### src/rtl/lightload_pkg.sv
package lightload_pkg;

    localparam int unsigned DEF_ENTRY_RUN = 20;

    typedef enum logic {
        MODE_PWM = 1'b0,
        MODE_PFM = 1'b1
    } reg_mode_e;

    typedef struct packed {
        logic below_ref;
        logic above_hi;
        logic below_lo;
    } win_flags_t;

    function automatic logic [31:0] sat_incr(input logic [31:0] val, input logic [31:0] top);
        return (val >= top) ? top : val + 32'd1;
    endfunction

endpackage

### src/rtl/llm_entry_run.sv
module llm_entry_run #(
    parameter int unsigned CUR_W   = 10,
    parameter int unsigned CNT_W   = 8,
    parameter int unsigned DEF_RUN = lightload_pkg::DEF_ENTRY_RUN
) (
    input  logic             clk,
    input  logic             rst,
    input  logic             arm,
    input  logic             strobe,
    input  logic [CUR_W-1:0] sample,
    input  logic [CUR_W-1:0] thresh,
    input  logic             limit_we,
    input  logic [CNT_W-1:0] limit_wdata,
    output logic             enter_req
);
    import lightload_pkg::*;

    localparam logic [CNT_W-1:0] DEF_V   = CNT_W'(DEF_RUN);
    localparam logic [CNT_W-1:0] RUN_MAX = {CNT_W{1'b1}};

    logic [CNT_W-1:0] limit_q;
    logic [CNT_W-1:0] run_q;
    logic [CNT_W-1:0] limit_eff;
    logic [CNT_W:0]   run_plus;
    logic             low_cur;

    assign low_cur   = sample < thresh;
    assign limit_eff = (limit_q == '0) ? CNT_W'(1) : limit_q;
    assign run_plus  = {1'b0, run_q} + (CNT_W+1)'(1);
    assign enter_req = arm && strobe && low_cur && (run_plus >= {1'b0, limit_eff});

    always_ff @(posedge clk) begin
        if (rst) begin
            limit_q <= DEF_V;
        end else if (limit_we) begin
            limit_q <= limit_wdata;
        end
    end

    always_ff @(posedge clk) begin
        if (rst || !arm) begin
            run_q <= '0;
        end else if (strobe) begin
            if (!low_cur || enter_req) begin
                run_q <= '0;
            end else begin
                run_q <= CNT_W'(sat_incr(32'(run_q), 32'(RUN_MAX)));
            end
        end
    end

    assert_run_cleared_R3: assert property (@(posedge clk) disable iff (rst)
        (arm && strobe && !low_cur) |=> (run_q == '0));

    assert_run_below_limit_R2: assert property (@(posedge clk) disable iff (rst)
        (arm && !limit_we && $stable(limit_q)) |-> (run_q < limit_eff));

endmodule

### src/rtl/llm_window.sv
module llm_window #(
    parameter int unsigned REF_W = 10,
    parameter int unsigned OFF_W = 8
) (
    input  logic             clk,
    input  logic             rst,
    input  logic [REF_W-1:0] vref,
    input  logic [OFF_W-1:0] hi_off,
    input  logic [OFF_W-1:0] lo_off,
    output logic [REF_W-1:0] lim_hi,
    output logic [REF_W-1:0] lim_lo
);
    localparam int unsigned EXT_W = ((REF_W > OFF_W) ? REF_W : OFF_W) + 1;

    logic [EXT_W-1:0] vref_x;
    logic [EXT_W-1:0] hi_x;
    logic [EXT_W-1:0] lo_x;
    logic [EXT_W-1:0] sum_x;
    logic [EXT_W-1:0] ref_max_x;

    assign vref_x    = EXT_W'(vref);
    assign hi_x      = EXT_W'(hi_off);
    assign lo_x      = EXT_W'(lo_off);
    assign ref_max_x = EXT_W'({REF_W{1'b1}});
    assign sum_x     = vref_x + hi_x;

    always_comb begin
        lim_hi = (sum_x > ref_max_x) ? {REF_W{1'b1}} : REF_W'(sum_x);
        lim_lo = (lo_x > vref_x) ? '0 : REF_W'(vref_x - lo_x);
    end

    assert_hi_not_below_ref_R9: assert property (@(posedge clk) disable iff (rst)
        lim_hi >= vref);

    assert_lo_not_above_ref_R9: assert property (@(posedge clk) disable iff (rst)
        lim_lo <= vref);

endmodule

### src/rtl/llm_pfm_trigger.sv
module llm_pfm_trigger #(
    parameter int unsigned DZ_W = 16
) (
    input  logic            clk,
    input  logic            rst,
    input  logic            pfm_active,
    input  logic            below_ref,
    input  logic            busy,
    output logic            trig,
    output logic [DZ_W-1:0] dz_ticks
);
    import lightload_pkg::*;

    localparam logic [DZ_W-1:0] DZ_MAX = {DZ_W{1'b1}};

    logic            below_q;
    logic            fire;
    logic [DZ_W-1:0] dz_cnt;

    assign fire = pfm_active && below_ref && !below_q && !busy;

    always_ff @(posedge clk) begin
        if (rst) begin
            below_q <= 1'b0;
            trig    <= 1'b0;
        end else begin
            below_q <= below_ref;
            trig    <= fire;
        end
    end

    always_ff @(posedge clk) begin
        if (rst || busy) begin
            dz_cnt <= '0;
        end else begin
            dz_cnt <= DZ_W'(sat_incr(32'(dz_cnt), 32'(DZ_MAX)));
        end
    end

    always_ff @(posedge clk) begin
        if (rst) begin
            dz_ticks <= '0;
        end else if (fire) begin
            dz_ticks <= dz_cnt;
        end
    end

    assert_trig_gated_R7: assert property (@(posedge clk) disable iff (rst)
        trig |-> ($past(pfm_active) && !$past(busy) && $past(below_ref)));

    assert_trig_one_shot_R7: assert property (@(posedge clk) disable iff (rst)
        trig |=> !trig);

    assert_dz_held_R10: assert property (@(posedge clk) disable iff (rst)
        !trig |-> $stable(dz_ticks));

endmodule

### src/rtl/lightload_mode_ctrl.sv
module lightload_mode_ctrl #(
    parameter int unsigned CUR_W   = 10,
    parameter int unsigned CNT_W   = 8,
    parameter int unsigned REF_W   = 10,
    parameter int unsigned OFF_W   = 8,
    parameter int unsigned DUTY_W  = 12,
    parameter int unsigned DZ_W    = 16,
    parameter int unsigned DEF_RUN = 20
) (
    input  logic              clk,
    input  logic              rst,
    input  logic              cfg_pfm_en,
    input  logic [CUR_W-1:0]  cfg_cur_thresh,
    input  logic              cfg_entry_we,
    input  logic [CNT_W-1:0]  cfg_entry_cycles,
    input  logic [OFF_W-1:0]  cfg_win_hi,
    input  logic [OFF_W-1:0]  cfg_win_lo,
    input  logic [REF_W-1:0]  vref_code,
    input  logic              cyc_strobe,
    input  logic [CUR_W-1:0]  cur_sample,
    input  logic [DUTY_W-1:0] pwm_duty,
    input  logic              cmp_below_ref,
    input  logic              cmp_above_hi,
    input  logic              cmp_below_lo,
    input  logic              mod_busy,
    output logic              pfm_mode,
    output logic              mode_chg,
    output logic              pfm_trig,
    output logic [DUTY_W-1:0] duty_out,
    output logic [REF_W-1:0]  win_hi_lim,
    output logic [REF_W-1:0]  win_lo_lim,
    output logic [DZ_W-1:0]   dead_zone_ticks
);
    import lightload_pkg::*;

    reg_mode_e         mode_q;
    logic              chg_q;
    logic [DUTY_W-1:0] duty_hold_q;
    win_flags_t        flags;
    logic              in_pfm;
    logic              exit_now;
    logic              enter_req;
    logic              pfm_active;

    assign flags      = '{below_ref: cmp_below_ref, above_hi: cmp_above_hi, below_lo: cmp_below_lo};
    assign in_pfm     = (mode_q == MODE_PFM);
    assign exit_now   = in_pfm && (!cfg_pfm_en || flags.above_hi || flags.below_lo);
    assign pfm_active = in_pfm && !exit_now;

    llm_entry_run #(
        .CUR_W   (CUR_W),
        .CNT_W   (CNT_W),
        .DEF_RUN (DEF_RUN)
    ) u_entry (
        .clk         (clk),
        .rst         (rst),
        .arm         (cfg_pfm_en && !in_pfm),
        .strobe      (cyc_strobe),
        .sample      (cur_sample),
        .thresh      (cfg_cur_thresh),
        .limit_we    (cfg_entry_we),
        .limit_wdata (cfg_entry_cycles),
        .enter_req   (enter_req)
    );

    llm_window #(
        .REF_W (REF_W),
        .OFF_W (OFF_W)
    ) u_window (
        .clk    (clk),
        .rst    (rst),
        .vref   (vref_code),
        .hi_off (cfg_win_hi),
        .lo_off (cfg_win_lo),
        .lim_hi (win_hi_lim),
        .lim_lo (win_lo_lim)
    );

    llm_pfm_trigger #(
        .DZ_W (DZ_W)
    ) u_trig (
        .clk        (clk),
        .rst        (rst),
        .pfm_active (pfm_active),
        .below_ref  (flags.below_ref),
        .busy       (mod_busy),
        .trig       (pfm_trig),
        .dz_ticks   (dead_zone_ticks)
    );

    always_ff @(posedge clk) begin
        if (rst) begin
            mode_q <= MODE_PWM;
            chg_q  <= 1'b0;
        end else begin
            chg_q <= 1'b0;
            if (exit_now) begin
                mode_q <= MODE_PWM;
                chg_q  <= 1'b1;
            end else if (enter_req) begin
                mode_q <= MODE_PFM;
                chg_q  <= 1'b1;
            end
        end
    end

    always_ff @(posedge clk) begin
        if (rst) begin
            duty_hold_q <= '0;
        end else if (!in_pfm) begin
            duty_hold_q <= pwm_duty;
        end
    end

    assign pfm_mode = in_pfm;
    assign mode_chg = chg_q;
    assign duty_out = in_pfm ? duty_hold_q : pwm_duty;

    assert_disabled_stays_pwm_R5: assert property (@(posedge clk) disable iff (rst)
        !cfg_pfm_en |=> !pfm_mode);

    assert_window_exit_R8: assert property (@(posedge clk) disable iff (rst)
        (pfm_mode && (cmp_above_hi || cmp_below_lo)) |=> (!pfm_mode && !pfm_trig));

    assert_duty_frozen_R6: assert property (@(posedge clk) disable iff (rst)
        (pfm_mode && $past(pfm_mode)) |-> $stable(duty_out));

    assert_chg_marks_edge_R11: assert property (@(posedge clk) disable iff (rst)
        mode_chg |-> (pfm_mode != $past(pfm_mode)));

    assert_entry_on_strobe_R2: assert property (@(posedge clk) disable iff (rst)
        $rose(pfm_mode) |-> $past(cyc_strobe && cfg_pfm_en));

endmodule

### config.mk
export PLATFORM = sky130hd
export DESIGN_NAME = lightload_mode_ctrl
export DESIGN_NICKNAME = d
export VERILOG_FILES = /design/src/rtl/lightload_pkg.sv /design/src/rtl/llm_entry_run.sv /design/src/rtl/llm_window.sv /design/src/rtl/llm_pfm_trigger.sv /design/src/rtl/lightload_mode_ctrl.sv
export SDC_FILE = /design/constraint.sdc
export NUM_CORES = 1
export LEC_CHECK = 0
export BUFFER_PORTS_ARGS = -buffer_cell sky130_fd_sc_hd__buf_2
export CAP_MARGIN = 20
export CELL_PAD_IN_SITES_DETAIL_PLACEMENT = 1
export CELL_PAD_IN_SITES_GLOBAL_PLACEMENT = 1
export CORE_MARGIN = 4
export CORE_UTILIZATION = 37
export DETAILED_ROUTE_END_ITERATION = 10
export GPL_ROUTABILITY_DRIVEN = 0
export GPL_TIMING_DRIVEN = 1
export PLACE_DENSITY_LB_ADDON = 0.3
export SYNTH_ARGS = -nofsm -noshare
export SYNTH_HDL_FRONTEND = slang
export SYNTH_SLANG_ARGS = --single-unit
### constraint.sdc
create_clock -name clk -period 3.1 [get_ports clk]
set_clock_uncertainty 0.05 [all_clocks]
set_input_delay 0.465 -clock clk [delete_from_list [all_inputs] [get_ports clk]]
set_output_delay 0.465 -clock clk [all_outputs]
set_load 0.03 [all_outputs]
Yosys cells after proc, flatten, opt, wreduce, memory -nomap -nowiden
Index checks and enable logic that the tools add are counted.

$add $sub $neg: 5. Magnitude comparators: 6. Mux-type cells: 9. Reductions and logical operators: 23.

Operators by type and width (number): $mux W8 (3); $mux W10 (2); $add A16 B1 Y16 const B (1); $ge A16 B16 Y1 const B (1); $mux W16 (1); $mux W12 (1); $add A10 B8 Y11 (1); $gt A11 B10 Y1 const B (1); $gt A8 B10 Y1 (1); $lt A10 B10 Y1 (1); $sub A10 B8 Y10 (1); $add A8 B1 Y9 const B (1); $ge A9 B8 Y1 (1); $logic_and A1 B1 Y1 (9); $add A8 B1 Y8 const B (1); $ge A8 B8 Y1 const B (1); $logic_not A8 Y1 (1); $logic_not A1 Y1 (7); $logic_or A1 B1 Y1 (5); $mux W1 (2); $reduce_or A2 Y1 (1).

Register bits after elaboration: 64. Input bits: 75. Logic and storage cells: 52.

Depth between registers and ports, before layout
Depth in word-level cells: 9. Depth in mapped cells: 11. Gate-level depth less buffers: 11.

Hierarchy
Synthesis repeated with hierarchy kept, for this count alone.

Cells, all modules: 467. Area total of the unflattened synthesis: 4016.4 µm².

Modules (own cells, without submodules): llm_pfm_trigger (times used 1, cells an instance 160, area each 1360.1 µm²); llm_entry_run (times used 1, cells an instance 140, area each 1198.6 µm²); llm_window (times used 1, cells an instance 118, area each 823.3 µm²); lightload_mode_ctrl (times used 1, cells an instance 49, area each 634.4 µm²).

Worst setup path before layout
Ideal clock, no wire load.

Path type: input -> output. From: in vref_code[0]. To: out win_lo_lim[8]. Data arrival time: 2.555 ns. Required time: 2.585 ns. Slack: 0.030 ns. Stages: 10. Buffers on the path: 0. Path through: inv_1 > ha_1 > inv_1 > fa_1 > a211oi_2 > nor2_1 > o311a_4 > o21a_1 > or4b_1 > nand2_1.

Cells in the longest elaborated chain, start to end: 2. Elaborated cells between the ends (all ways): 3.

RTL lines: start, declared (RTL line lightload_mode_ctrl.sv:18) `input logic [REF_W-1:0] vref_code,`; $sub A10 B8 Y10 or $gt A8 B10 Y1 (tied branches) (RTL line llm_window.sv:29) `lim_lo = (lo_x > vref_x) ? '0 : REF_W'(vref_x - lo_x);`; $mux W10 * (RTL line llm_window.sv:29); end, declared (RTL line lightload_mode_ctrl.sv:31) `output logic [REF_W-1:0] win_lo_lim,`.

Every way passes the cells marked *; elsewhere a longest branch is shown, timed or not.

Final worst setup path
Ends and elaborated chain as after synthesis.

==> metrics.md <==
| Metric | Value |
|---|---|
| GRT Total Usage | 0.1778 |
| FF-to-FF path depth | 11 |
| Routed length per instance | 14.68 um |
| Synth top area cells | dfxtp_1, ha_1, nor2_1 |
| Req. time, crit path | 2.58 ns |
| Leak | between 2 and 2.5 nW |
| Worst Setup EP | win_lo_lim[8] |
| Final Power | 0.002027 W |
| Final wirelength | about 11 mm |
| Status | finished, violations left |
| Initial Util | 0.3766 |
| Unrepaired setup endpoints after global routing | true |
| Initial antenna violation count | 1 |
| Number of synthesized flops with an enable pin | 0 |
| Achievable Freq | 322.2 MHz |
| Post-CTS Hold Buffers | 0 |
| Multi-input logic area | 2481 um2 |
| CP arrival | about 2.6 ns |
| Seq. cell area | approximately 1300 um2 |
| Number of routed nets with antenna violations | 0 |
| Num CTS Buffers | 9 |
| Die Y | 110.3 um |
| Post-synthesis register bit count | 64 |
| Via count | approximately 3700 |
| Max stage delay on crit path | 0.46 ns |
| Synthesized area | just under 4000 um2 |
| Leading register cell type out of synthesis | dfxtp_1 |
| Kind of cell adding the most delay to the critical path | compound AO/OA/AOI/OAI gates |
| Drt initial violations | around 120 |
| Final hold vios | 0 |
| Final min period | 3.103 ns |
| Vias in the first global route | 3705 |
| Ys async rst share | 0 |
| Core Rows | 37 |
| Synth area leader | dfxtp_1 |
| Pins Over Slew Limit | 0 |
| Startpoint types | input port |
| Metal1 wirelength | 4.487 mm |
| Drt first pass iters | 4 |
| Post-DP HPWL | 8.453 mm |
| Failing checks | negative setup slack |
| Worst r2r dst | u_entry.run_q[5] |
| Reg clk slew, reported paths | 0.08 ns |
| CP bufs+invs | 4 |
| Largest net degree at the start of global routing | 34 |
| PnR worst setup slack | -0.003370 ns |
| Syn_nets | 558 |
| H-tree levels | 3 |
| Post-synth cell types | 56 |
| First-pass GRT wire length | ~17 mm |
| Die area | 12160 um2 |
| WL met2 | 5.618 mm |
| Setup crit end kind | output pin |
| Hold_ws | 0.3114 ns |
| Peak supply drop | 0.2967 mV |
| Worst-Margin Slew | 0.6716 ns |
| Setup Viol. Count Final | 1 |
| Hold Path Class | input port to flop |
| Layout cells sized above 1 | 0.3390 |
| Area Overhead vs Synth | 31.17% |
| Crit-path cells | buf_8 -> inv_4 -> ha_4 -> inv_2 -> fa_2 -> a211oi_2 -> nor2_2 -> o311a_4 -> o21a_1 -> or4b_1 -> nand2_1 -> buf_6 |
| Met3 wire length | between 200 and 300 um |
| Fill cell count | between 1000 and 1500 |
| Syn Area/Cell | 8.677 um2 |
| Core Area | between 10000 and 15000 um2 |
| CP Max Fanout | 2 |
| Die span in x | 110.3 um |
| CTS Root Cell | clkbuf_8 |
| Worst R2R Setup Slack | roughly 0.39 ns |
| Worst R2R Start | u_entry.run_q[0] |
| IO Port Bufs | ~130 |
| Crit path depth | 12 |
| Critical path type | input port to output pin |
| Nets@finish | 697 |
| Top-area cell type share of the netlist area | 0.3311 |
| Fin crit share | 1.001 |
| Slowest cell on the critical path | or4b_1 |
| Maxcap violations | 0 |
| Clock buffer depth | 2 |
| Clock network latency to the later pin of the worst-skew pair | about 0.34 ns |
| Pwr Density | roughly 400 nW/um2 |
| Sequential area share after synthesis | 0.3311 |
| Detailed-route DRC error count | 0 |
| GR Overflow Total | 0 |
| Crit path from | vref_code[0] |
| Worst slew margin relative to its limit | 0.5516 |
| Mapped Cells | 446 |
| CTS tree | built |
| IO Pins | 126 |
| YS warnings | 0 |
| Clock sinks | 64 |
| Drt via density | around 5.1 |
| DR top layer | met4 |
-- final cells by class --
| class | instances | share of cell area |
|---|---|---|
| inverter | 36 | 0.02711 |
| tap | 136 | 0.03352 |
| clock inverter | 7 | 0.009367 |
| antenna | 1 | 0.0004930 |
| sequential | 64 | 0.2524 |
| timing repair buffer | 142 | 0.1639 |
| clock buffer | 9 | 0.02440 |
| multi-input combinational | 332 | 0.4888 |
-- sequential cells by signal, summed over array words and instances, names as in the netlist --
name and cells:
u_trig.dz_cnt 16, u_trig.dz_ticks 16, duty_hold_q 12, u_entry.limit_q 8, u_entry.run_q 8, mode_chg 1
pfm_mode 1, u_trig.below_q 1, u_trig.trig 1
-- synth_stat cells, types with 3 or more instances --
cell      count
o21a_1        7
xor2_1        5
a22o_1        7
nor4_1        3
a31oi_1       3
a21o_1        4
inv_1        36
a211oi_1      5
nor2b_1       4
nand2b_1      8
ha_1         35
mux2_2       12
nand3_1      13
and3_1        5
dfxtp_1      64
o31a_1        4
nor2_1       51
or2_2         4
or3_1         3
nand2_1      19
xnor2_1      13
and2_1       14
clkbuf_1      9
a21oi_1      28
mux2i_1      19
nand4_1       3
o211ai_1      3
o22ai_1       6
o21ai_0      17
buf_2         3
nor3_1        9
-- worst min path at each step --
stage / from / endpoint / slack (ns) / depth (start not counted)
finish: cmp_below_ref / u_trig.below_q / 0.31 / 2
global route: cmp_below_ref / u_trig.below_q / 0.29 / 2
CTS: cmp_below_ref / u_trig.below_q / 0.30 / 2
detailed placement: u_trig.dz_ticks[5] / u_trig.dz_ticks[5] / 0.43 / 2
global placement: u_trig.dz_ticks[15] / u_trig.dz_ticks[15] / 0.41 / 2
floorplan: u_entry.limit_q[1] / u_entry.limit_q[1] / 0.41 / 2
-- power by group --
part	total [W]	switching, W	internal [W]
Combinational	0.000550	0.000310	0.000240
Clock	0.000629	0.000340	0.000289
Sequential	0.000848	0.00000884	0.000839
-- cell usage in the layout, fill, tap and decap left out, types with 7 or more instances in the layout --
cell and n:
nor2_1 49, mux2i_1 19, buf_4 17, buf_2 113, o21ai_0 16, nand2b_1 8, inv_1 33, nand3_1 13
o21a_1 7, nor3_1 9, nand2_1 19, dfxtp_1 64, a22o_1 7, clkbuf_8 9, buf_6 11, a21oi_1 28
ha_1 33, and2_1 14, xnor2_1 13, mux2_2 12
-- metal layers --
metal  global-route usage  vias to the layer above
met5                    0                        -
met4              0.08004                        0
met3              0.02970                       27
met2               0.3172                       59
met1               0.2078                     1751
li1                     -                     1855
-- logic make-up after synthesis --
group | count (synthesis) | synth area share
simple gates | 148 | 0.1985
compound gates | 97 | 0.1697
flops | 64 | 0.3311
buf+inv | 50 | 0.04947
fa+ha+maj | 37 | 0.1235
mux | 32 | 0.08697
xor+xnor | 18 | 0.04074
-- through the flow --
step | area [um2] | setup slack, ns | util | TNS [ns] | std cells
after floorplan | 3870 | 0.03036 | - | 0 | 446
after global placement | 4707 | -0.1524 | 0.4580 | -0.6611 | 706
after detailed placement | 4707 | -0.1814 | 0.4580 | -1.114 | 706
after CTS | 5040 | -0.07841 | 0.4904 | -0.1716 | 725
after global routing | 5076 | -0.08534 | 0.4939 | -0.1291 | 727
final | 5076 | -0.003370 | 0.4939 | -0.003370 | 727
-- what timing repair did --
item,CTS,global route
gates resized for setup,39,9
setup endpoints to repair,14,17
hold endpoints to repair,0,0
pin swaps,12,7
buffers inserted,3,1
Note: power is estimated with default switching activity, not from simulation.
